--- config.mk ---
export PLATFORM = sky130hd
export DESIGN_NAME = prog_cache_valid_tracker
export DESIGN_NICKNAME = d
export VERILOG_FILES = /design/src/rtl/pcv_pkg.sv /design/src/rtl/pcv_base_ctrl.sv /design/src/rtl/pcv_valid_vec.sv /design/src/rtl/pcv_window_cmp.sv /design/src/rtl/prog_cache_valid_tracker.sv
export SDC_FILE = /design/constraint.sdc
export NUM_CORES = 1
export LEC_CHECK = 0
export ABC_CLOCK_PERIOD_IN_PS = 5100
export BUFFER_PORTS_ARGS = -buffer_cell sky130_fd_sc_hd__buf_2
export CORE_MARGIN = 2
export CORE_UTILIZATION = 55
export DETAILED_ROUTE_END_ITERATION = 8
export PLACE_DENSITY = 0.91
export SYNTH_ARGS = -nofsm -noshare
export SYNTH_HDL_FRONTEND = slang
export SYNTH_HIERARCHICAL = 1
export SYNTH_SLANG_ARGS = --single-unit
export TNS_END_PERCENT = 1
--- constraint.sdc ---
create_clock -name clk_i -period 5.1 [get_ports clk_i]
set_input_delay 0.765 -clock clk_i [delete_from_list [all_inputs] [get_ports clk_i]]
set_output_delay 0.765 -clock clk_i [all_outputs]
set_load 0.005 [all_outputs]
--- src/rtl/pcv_pkg.sv ---
package pcv_pkg;
  // Per-cycle action applied to the valid vector
  typedef enum logic [1:0] {
    VA_KEEP  = 2'd0,  // retain old bits, OR in new line
    VA_SWAP  = 2'd1,  // base moved: drop old bits, keep new line
    VA_WIPE  = 2'd2   // flush: everything cleared
  } valid_act_e;
endpackage

--- src/rtl/pcv_base_ctrl.sv ---
module pcv_base_ctrl
  import pcv_pkg::*;
#(
  parameter int ADDR_W = 16,
  parameter int OFF_W  = 4
) (
  input  logic              clk_i,
  input  logic              rst_ni,
  input  logic              flush_i,
  input  logic              base_ld_i,
  input  logic [ADDR_W-1:0] base_i,
  input  logic              wr_en_i,
  output logic [ADDR_W-1:0] base_o,
  output logic              active_o,
  output valid_act_e        act_o
);
  logic [ADDR_W-1:0] base_q, base_aligned;
  logic              active_q;
  logic              base_moves;

  assign base_aligned = {base_i[ADDR_W-1:OFF_W], {OFF_W{1'b0}}};
  assign base_moves   = base_ld_i && (base_aligned != base_q);

  always_comb begin
    if (flush_i)         act_o = VA_WIPE;
    else if (base_moves) act_o = VA_SWAP;
    else                 act_o = VA_KEEP;
  end

  always_ff @(posedge clk_i or negedge rst_ni) begin
    if (!rst_ni) begin
      base_q   <= '0;
      active_q <= 1'b0;
    end else if (flush_i) begin
      base_q   <= '0;
      active_q <= 1'b0;
    end else begin
      if (base_ld_i) base_q   <= base_aligned;
      if (wr_en_i)   active_q <= 1'b1;
    end
  end

  assign base_o   = base_q;
  assign active_o = active_q;
endmodule

--- src/rtl/pcv_valid_vec.sv ---
module pcv_valid_vec
  import pcv_pkg::*;
#(
  parameter int NUM_LINES = 32,
  parameter int OFF_W     = 4,
  parameter int IDX_W     = 5
) (
  input  logic                   clk_i,
  input  logic                   rst_ni,
  input  logic                   wr_en_i,
  input  logic [IDX_W+OFF_W-1:0] wr_addr_i,
  input  valid_act_e             act_i,
  output logic [NUM_LINES-1:0]   valid_o
);
  logic [IDX_W-1:0] line_idx;
  logic             line_done;

  assign line_idx  = wr_addr_i[IDX_W+OFF_W-1:OFF_W];
  assign line_done = wr_en_i && (wr_addr_i[OFF_W-1:0] == {OFF_W{1'b1}});

  for (genvar g = 0; g < NUM_LINES; g++) begin : g_line
    logic set_g;
    logic vld_q;
    assign set_g = line_done && (line_idx == IDX_W'(g));
    always_ff @(posedge clk_i or negedge rst_ni) begin
      if (!rst_ni) vld_q <= 1'b0;
      else begin
        unique case (act_i)
          VA_WIPE: vld_q <= 1'b0;
          VA_SWAP: vld_q <= set_g;
          default: vld_q <= vld_q | set_g;
        endcase
      end
    end
    assign valid_o[g] = vld_q;
  end
endmodule

--- src/rtl/pcv_window_cmp.sv ---
module pcv_window_cmp #(
  parameter int ADDR_W      = 16,
  parameter int CACHE_BYTES = 512
) (
  input  logic              active_i,
  input  logic [ADDR_W-1:0] base_i,
  input  logic [ADDR_W-1:0] pc_i,
  output logic              hit_o
);
  logic [ADDR_W:0] limit;
  logic            above_lo, below_hi;

  // One extra bit keeps a top-of-space window from wrapping
  assign limit    = {1'b0, base_i} + (ADDR_W+1)'(CACHE_BYTES);
  assign above_lo = pc_i >= base_i;
  assign below_hi = {1'b0, pc_i} < limit;
  assign hit_o    = active_i && above_lo && below_hi;
endmodule

--- src/rtl/prog_cache_valid_tracker.sv ---
module prog_cache_valid_tracker
  import pcv_pkg::*;
#(
  parameter int ADDR_W     = 16,
  parameter int LINE_BYTES = 16,
  parameter int NUM_LINES  = 32,
  localparam int OFF_W       = $clog2(LINE_BYTES),
  localparam int IDX_W       = $clog2(NUM_LINES),
  localparam int CADDR_W     = OFF_W + IDX_W,
  localparam int CACHE_BYTES = LINE_BYTES * NUM_LINES
) (
  input  logic                 clk_i,
  input  logic                 rst_ni,
  input  logic                 wr_en_i,
  input  logic [CADDR_W-1:0]   wr_addr_i,
  input  logic                 flush_i,
  input  logic                 base_ld_i,
  input  logic [ADDR_W-1:0]    base_i,
  input  logic [ADDR_W-1:0]    pc_i,
  output logic [NUM_LINES-1:0] valid_o,
  output logic                 active_o,
  output logic                 hit_o
);
  logic [ADDR_W-1:0] base_q;
  valid_act_e        act;

  pcv_base_ctrl #(.ADDR_W(ADDR_W), .OFF_W(OFF_W)) u_base (
    .clk_i     (clk_i),
    .rst_ni    (rst_ni),
    .flush_i   (flush_i),
    .base_ld_i (base_ld_i),
    .base_i    (base_i),
    .wr_en_i   (wr_en_i),
    .base_o    (base_q),
    .active_o  (active_o),
    .act_o     (act)
  );

  pcv_valid_vec #(.NUM_LINES(NUM_LINES), .OFF_W(OFF_W), .IDX_W(IDX_W)) u_vld (
    .clk_i     (clk_i),
    .rst_ni    (rst_ni),
    .wr_en_i   (wr_en_i),
    .wr_addr_i (wr_addr_i),
    .act_i     (act),
    .valid_o   (valid_o)
  );

  pcv_window_cmp #(.ADDR_W(ADDR_W), .CACHE_BYTES(CACHE_BYTES)) u_win (
    .active_i (active_o),
    .base_i   (base_q),
    .pc_i     (pc_i),
    .hit_o    (hit_o)
  );
endmodule

# Yosys cells after proc, flatten, opt, wreduce, memory -nomap -nowiden
# Cells that the tools add are included.
[word_totals]
in_bits = 46
ff_bits = 49
output_inout_bits = 34
[op_classes]
n_reduce_logical = 39
n_lt_le_gt_ge = 2
eq_ne = 35
n_addsub = 1
bitwise = 32
muxes = 38
[op_table]
columns = ["operator", "n"]
rows = [
  ["$eq 5x5->1 const B", 16],
  ["$pmux 1 s2", 32],
  ["$eq 5x4->1 const B", 8],
  ["$logic_and 1x1->1", 36],
  ["$mux 16", 2],
  ["$or 1x1->1", 32],
  ["$eq 5x3->1 const B", 4],
  ["$add 16x10->17 const B", 1],
  ["$lt 16x17->1", 1],
  ["$ge 16x16->1", 1],
  ["$ne 16x16->1", 1],
  ["$eq 5x2->1 const B", 2],
  ["$eq 5x1->1 const B", 1],
  ["$logic_not 5->1", 1],
  ["$eq 4x4->1 const B", 1],
  ["$reduce_bool 2->1", 2],
  ["$mux 1", 3],
  ["$eq 2x1->1 const B", 1],
  ["$eq 2x2->1 const B", 1],
  ["$mux 2", 1],
]

# Logic depth before layout (Yosys ltp)
[logic_depth]
ltp_word = 6
ltp_mapped = 9
mapped_depth_nobuf = 9

# Modules after synthesis
# The synthesis kept the hierarchy.
[modules_own_cells]
columns = ["module", "instances", "area_each_um2", "cells_each", "seq_area_each_um2"]
rows = [
  ["pcv_valid_vec", 1, 1478.9, 152, 800.8],
  ["pcv_window_cmp", 1, 739.5, 98, 0.0],
  ["pcv_base_ctrl", 1, 691.9, 64, 325.3],
]

# Worst setup path after synthesis
# No wires, ideal clock.
[synth_timing]
path_type = "reg2out"
from = "register u_base.base_q[9], in the netlist u_base/base_o[9]"
to = "output port hit_o"
path_slack_ns = 2.224
t_arrival_ns = 2.111
path_buffers = 0
stages_incl_launch_ff = 10
cell_sequence = "dfrtp_1 > ha_1 > and3_1 > nand3_1 > xnor2_1 > ha_1 > and3_4 > a221oi_2 > a21oi_1 > a311oi_2"
[synth_between]
elab_chain_len = 3
word_cells_on_any_way = 5
classes_between = "add/sub (1); order compare (2); reduce/logical (2)"
[synth_lines]
columns = ["item", "line_no", "source"]
rows = [
  ["start, declared", "pcv_base_ctrl.sv:17", "logic [ADDR_W-1:0] base_q, base_aligned;"],
  ["start signal, assigned", "pcv_base_ctrl.sv:38", "if (base_ld_i) base_q <= base_aligned;"],
  ["$add 16x10->17 / $ge 16x16->1 (equally long branches)", "pcv_window_cmp.sv:14, pcv_window_cmp.sv:15", ""],
  ["$lt 16x17->1 / $logic_and 1x1->1 (equally long branches)", "pcv_window_cmp.sv:16, pcv_window_cmp.sv:17", ""],
  ["$logic_and 1x1->1 (*)", "pcv_window_cmp.sv:17", "assign hit_o = active_i && above_lo && below_hi;"],
  ["end, declared", "prog_cache_valid_tracker.sv:22", "output logic hit_o"],
]
# Mark *: on every way between the ends. The rest lies on a longest branch, timed or not.

# Worst setup path after layout
# Same ends and word-level chain as after synthesis.

==> impl_metrics.tcl <==
set metrics [dict create \
    final.period_utilization_pct 70.0 \
    cp_common_cell "ha_1" \
    cp_slowest_cell "dfrtp_1" \
    leakage_uw 0.00162 \
    synth_top_area_cell "dfrtp_1" \
    drt-initial-drc-count 74 \
    p_int_uw 560 \
    cts_buffers 5 \
    die_h_um 76.7 \
    r2r-start "u_base/base_o[9]" \
    viasPerCell 5.29 \
    async_flop_share_pct 100 \
    rsz0062_at_grt "false" \
    n_antenna_cell 0 \
    grt_usage_pct 21.2 \
    setup_slack_ns 1.53 \
    pwr-share-comb_pct 17.2 \
    finalHoldViolations 0 \
    instances_no_fill 425 \
    cp_num_buf_inv 1 \
    drc 0 \
    regArea_mm2 0.00113 \
    period_needed_ns 3.57 \
    pwr-share-clk_pct 33.8 \
    holdWs_ns 0.483 \
    peakVddDrop_uv 194 \
    fin_nets 426 \
    cts_resized 0 \
    grt_pass1_wl_um 10200 \
    synth_top_area_share_pct 38.7 \
    synth_cells 314 \
    layout_commonest_cell "buf_2" \
    netSwitchingPower_uw 199 \
    clockBufferDepth 2 \
    holdBufCountCts 0 \
    finalSetupViolations 0 \
    pin_count 80 \
    status "complete, no violations" \
    drive_above_1_share_pct 26.5 \
    syn2layout_area_growth_pct 8.99 \
    wirelength_um 6120 \
    total_power_uw 758 \
    cp_max_fo 7 \
    cts_sinks 45 \
    crit_arrival_ns 2.80 \
    timing.fmax_ghz 0.280 \
    endpoint_kind "output pin" \
    die-area_mm2 0.00589 \
    fp-row-count 26 \
    required_ns 4.34 \
    startpoint_type "register" \
    holdCritPathClass "reg2reg" \
    ys_seq_area_share_pct 38.7 \
    place_ws_ns 1.86 \
    regToRegSetupSlack_ns 2.23 \
    clk_pin_slew_ns 0.08 \
    ys_seq_elements 45 \
    hpwl_um 4710 \
    dp_cells 418 \
    wire_per_inst_um 14.4 \
    synth_edf_count 0 \
    rr_endpoint "u_vld/g_line[13].vld_q" \
    cts_tree "yes" \
    min_from "u_vld/g_line[25].vld_q" \
    synth_area_mm2 0.00291 \
    vias 2249 \
    numPortBuffers 75 \
    max_stage_delay_ns 0.49 \
    tightest_slew_ns 0.986 \
    reg2reg_depth 7 \
    seqPwrFrac_pct 49.0 \
    path_delay_family "compound AO/OA/AOI/OAI gates" \
    min_to "u_vld/g_line[25].vld_q" \
    layout_common_cells "75 x buf_2, 45 x dfrtp_1, 40 x nand2_1, 34 x o21ai_0, 25 x ha_1" \
    hold_depth 2 \
    post_cts_buffers 0 \
    synth.avg_cell_area_um2 9.27 \
    slew_violations 0 \
    p_sw_share_pct 26.2 \
    synth.area.top_cells "dfrtp_1 39%, ha_1 11%, buf_4 9.8%, o21ai_0 5.8%, nand2_1 5.2%" \
    place_congestion 0.873 \
    grt_pass1_vias 2261 \
    yosys_most_used_dff "dfrtp_1" \
    slew_headroom_pct 34.3 \
    drtAntennaViolNets 0 \
    fillCellCount 434 \
    p_per_area_mw_per_mm2 239 \
    cp_cell_sequence "ha_1, and3_1, nand3_1, xnor2_1, ha_1, and3_4, a221oi_2, a21oi_1, a311oi_2, buf_2" \
    yosysUniqueCellTypes 42 \
    grt_overflow 0 \
    htreeDepth 2 \
    criticalPathCategory "reg2out" \
    core-area_mm2 0.00511 \
    antenna_found_initial 0 \
    die-width_um 76.7 \
    timing.setup.tns_ns 0 \
    start_util_pct 57.0 \
    multiInputGateArea_mm2 0.00141 \
    grt_max_degree 46 \
    clock_skew_ns 0.00498 \
    maxCapViolCount 0 \
    clk_latency_ns 0.29 \
    first_pass_iters 4 \
    cts_root_buf "clkbuf_8" \
    yosysWarnings 6 \
]
[area by class of cell]
type,instances,share of cell area [%]
multi-input cells,210,44.5
flip-flops and latches,45,35.5
well taps,70,2.76
repair buffers,75,11.8
clock inverters,2,1.10
inverters,18,2.13
clock buffers,5,2.17
[worst reg2reg max path: stages, from the launching register on]
cell and delay, ns:
dfrtp_1 0.47, xor2_1 0.18, nor4_1 0.31, a31oi_1 0.15, ha_1 0.94, o211a_4 0.30, nand4b_1 0.19, o21ai_0 0.24
[metal layers]
layer  vias up  global-route usage (%)  routed length, µm
li1       1114                       -                  -
met4         0                    4.73                 71
met2        75                    39.2               3070
met5         -                       0                  0
met1      1053                    25.3               2620
met3         7                    4.24                359
[cell families after synthesis]
kind of cell | share of synthesized area [%]
xor+xnor | 5.12
mux | 4.13
buf+inv | 13.2
other cells | 0.129
flops | 38.7
simple gates | 15.5
fa+ha+maj | 10.7
compound gates | 12.5
[cells in the mapped netlist, types with 2 or more instances]
library cell  instances
dfrtp_1              45
nand2_1              40
buf_4                38
o21ai_0              34
ha_1                 25
nor2_1               18
inv_1                16
mux2i_1              12
xor2_1               12
a21oi_1              11
nand3_1              11
xnor2_1               5
clkbuf_1              4
nand2b_1              4
nor2b_1               4
nor4_1                4
nand4_1               3
a21o_1                2
inv_2                 2
nand4b_1              2
[power by group through the flow]
stage                     Sequential, µW  Clock (µW)  Combinational [µW]
after floorplan                      377           0                85.8
after global placement               378           0                 123
after detailed placement             378           0                 130
after CTS                            371         264                 130
after global routing                 372         275                 148
final                                371         256                 131
[worst max path at each step]
stage | from | to | slack (ns) | depth (start not counted)
global placement | base_i[9] | u_vld/g_line[14].vld_q | 1.91 | 8
detailed placement | base_i[9] | u_vld/g_line[30].vld_q | 1.86 | 8
global route | u_base/base_o[9] | hit_o | 1.40 | 10
floorplan | u_base/base_o[9] | hit_o | 2.22 | 9
CTS | u_base/base_o[9] | hit_o | 1.57 | 10
finish | u_base/base_o[9] | hit_o | 1.53 | 10
[sequential cells by signal, indices dropped and copies added, names as in the netlist]
signal,cells
u_base/active_o,1
u_vld/g_line.vld_q,32
u_base/base_o,12
[stage by stage]
| stage | cell area [µm²] | util [%] |
|---|---|---|
| 2_1_floorplan | 2920 | - |
| 3_3_place_gp | 3070 | 60.1 |
| 3_5_place_dp | 3070 | 60.1 |
| 4_1_cts | 3170 | 62.1 |
| 5_1_grt | 3170 | 62.1 |
| 6_report | 3170 | 62.1 |
Note: power is estimated with default switching activity, not from simulation.
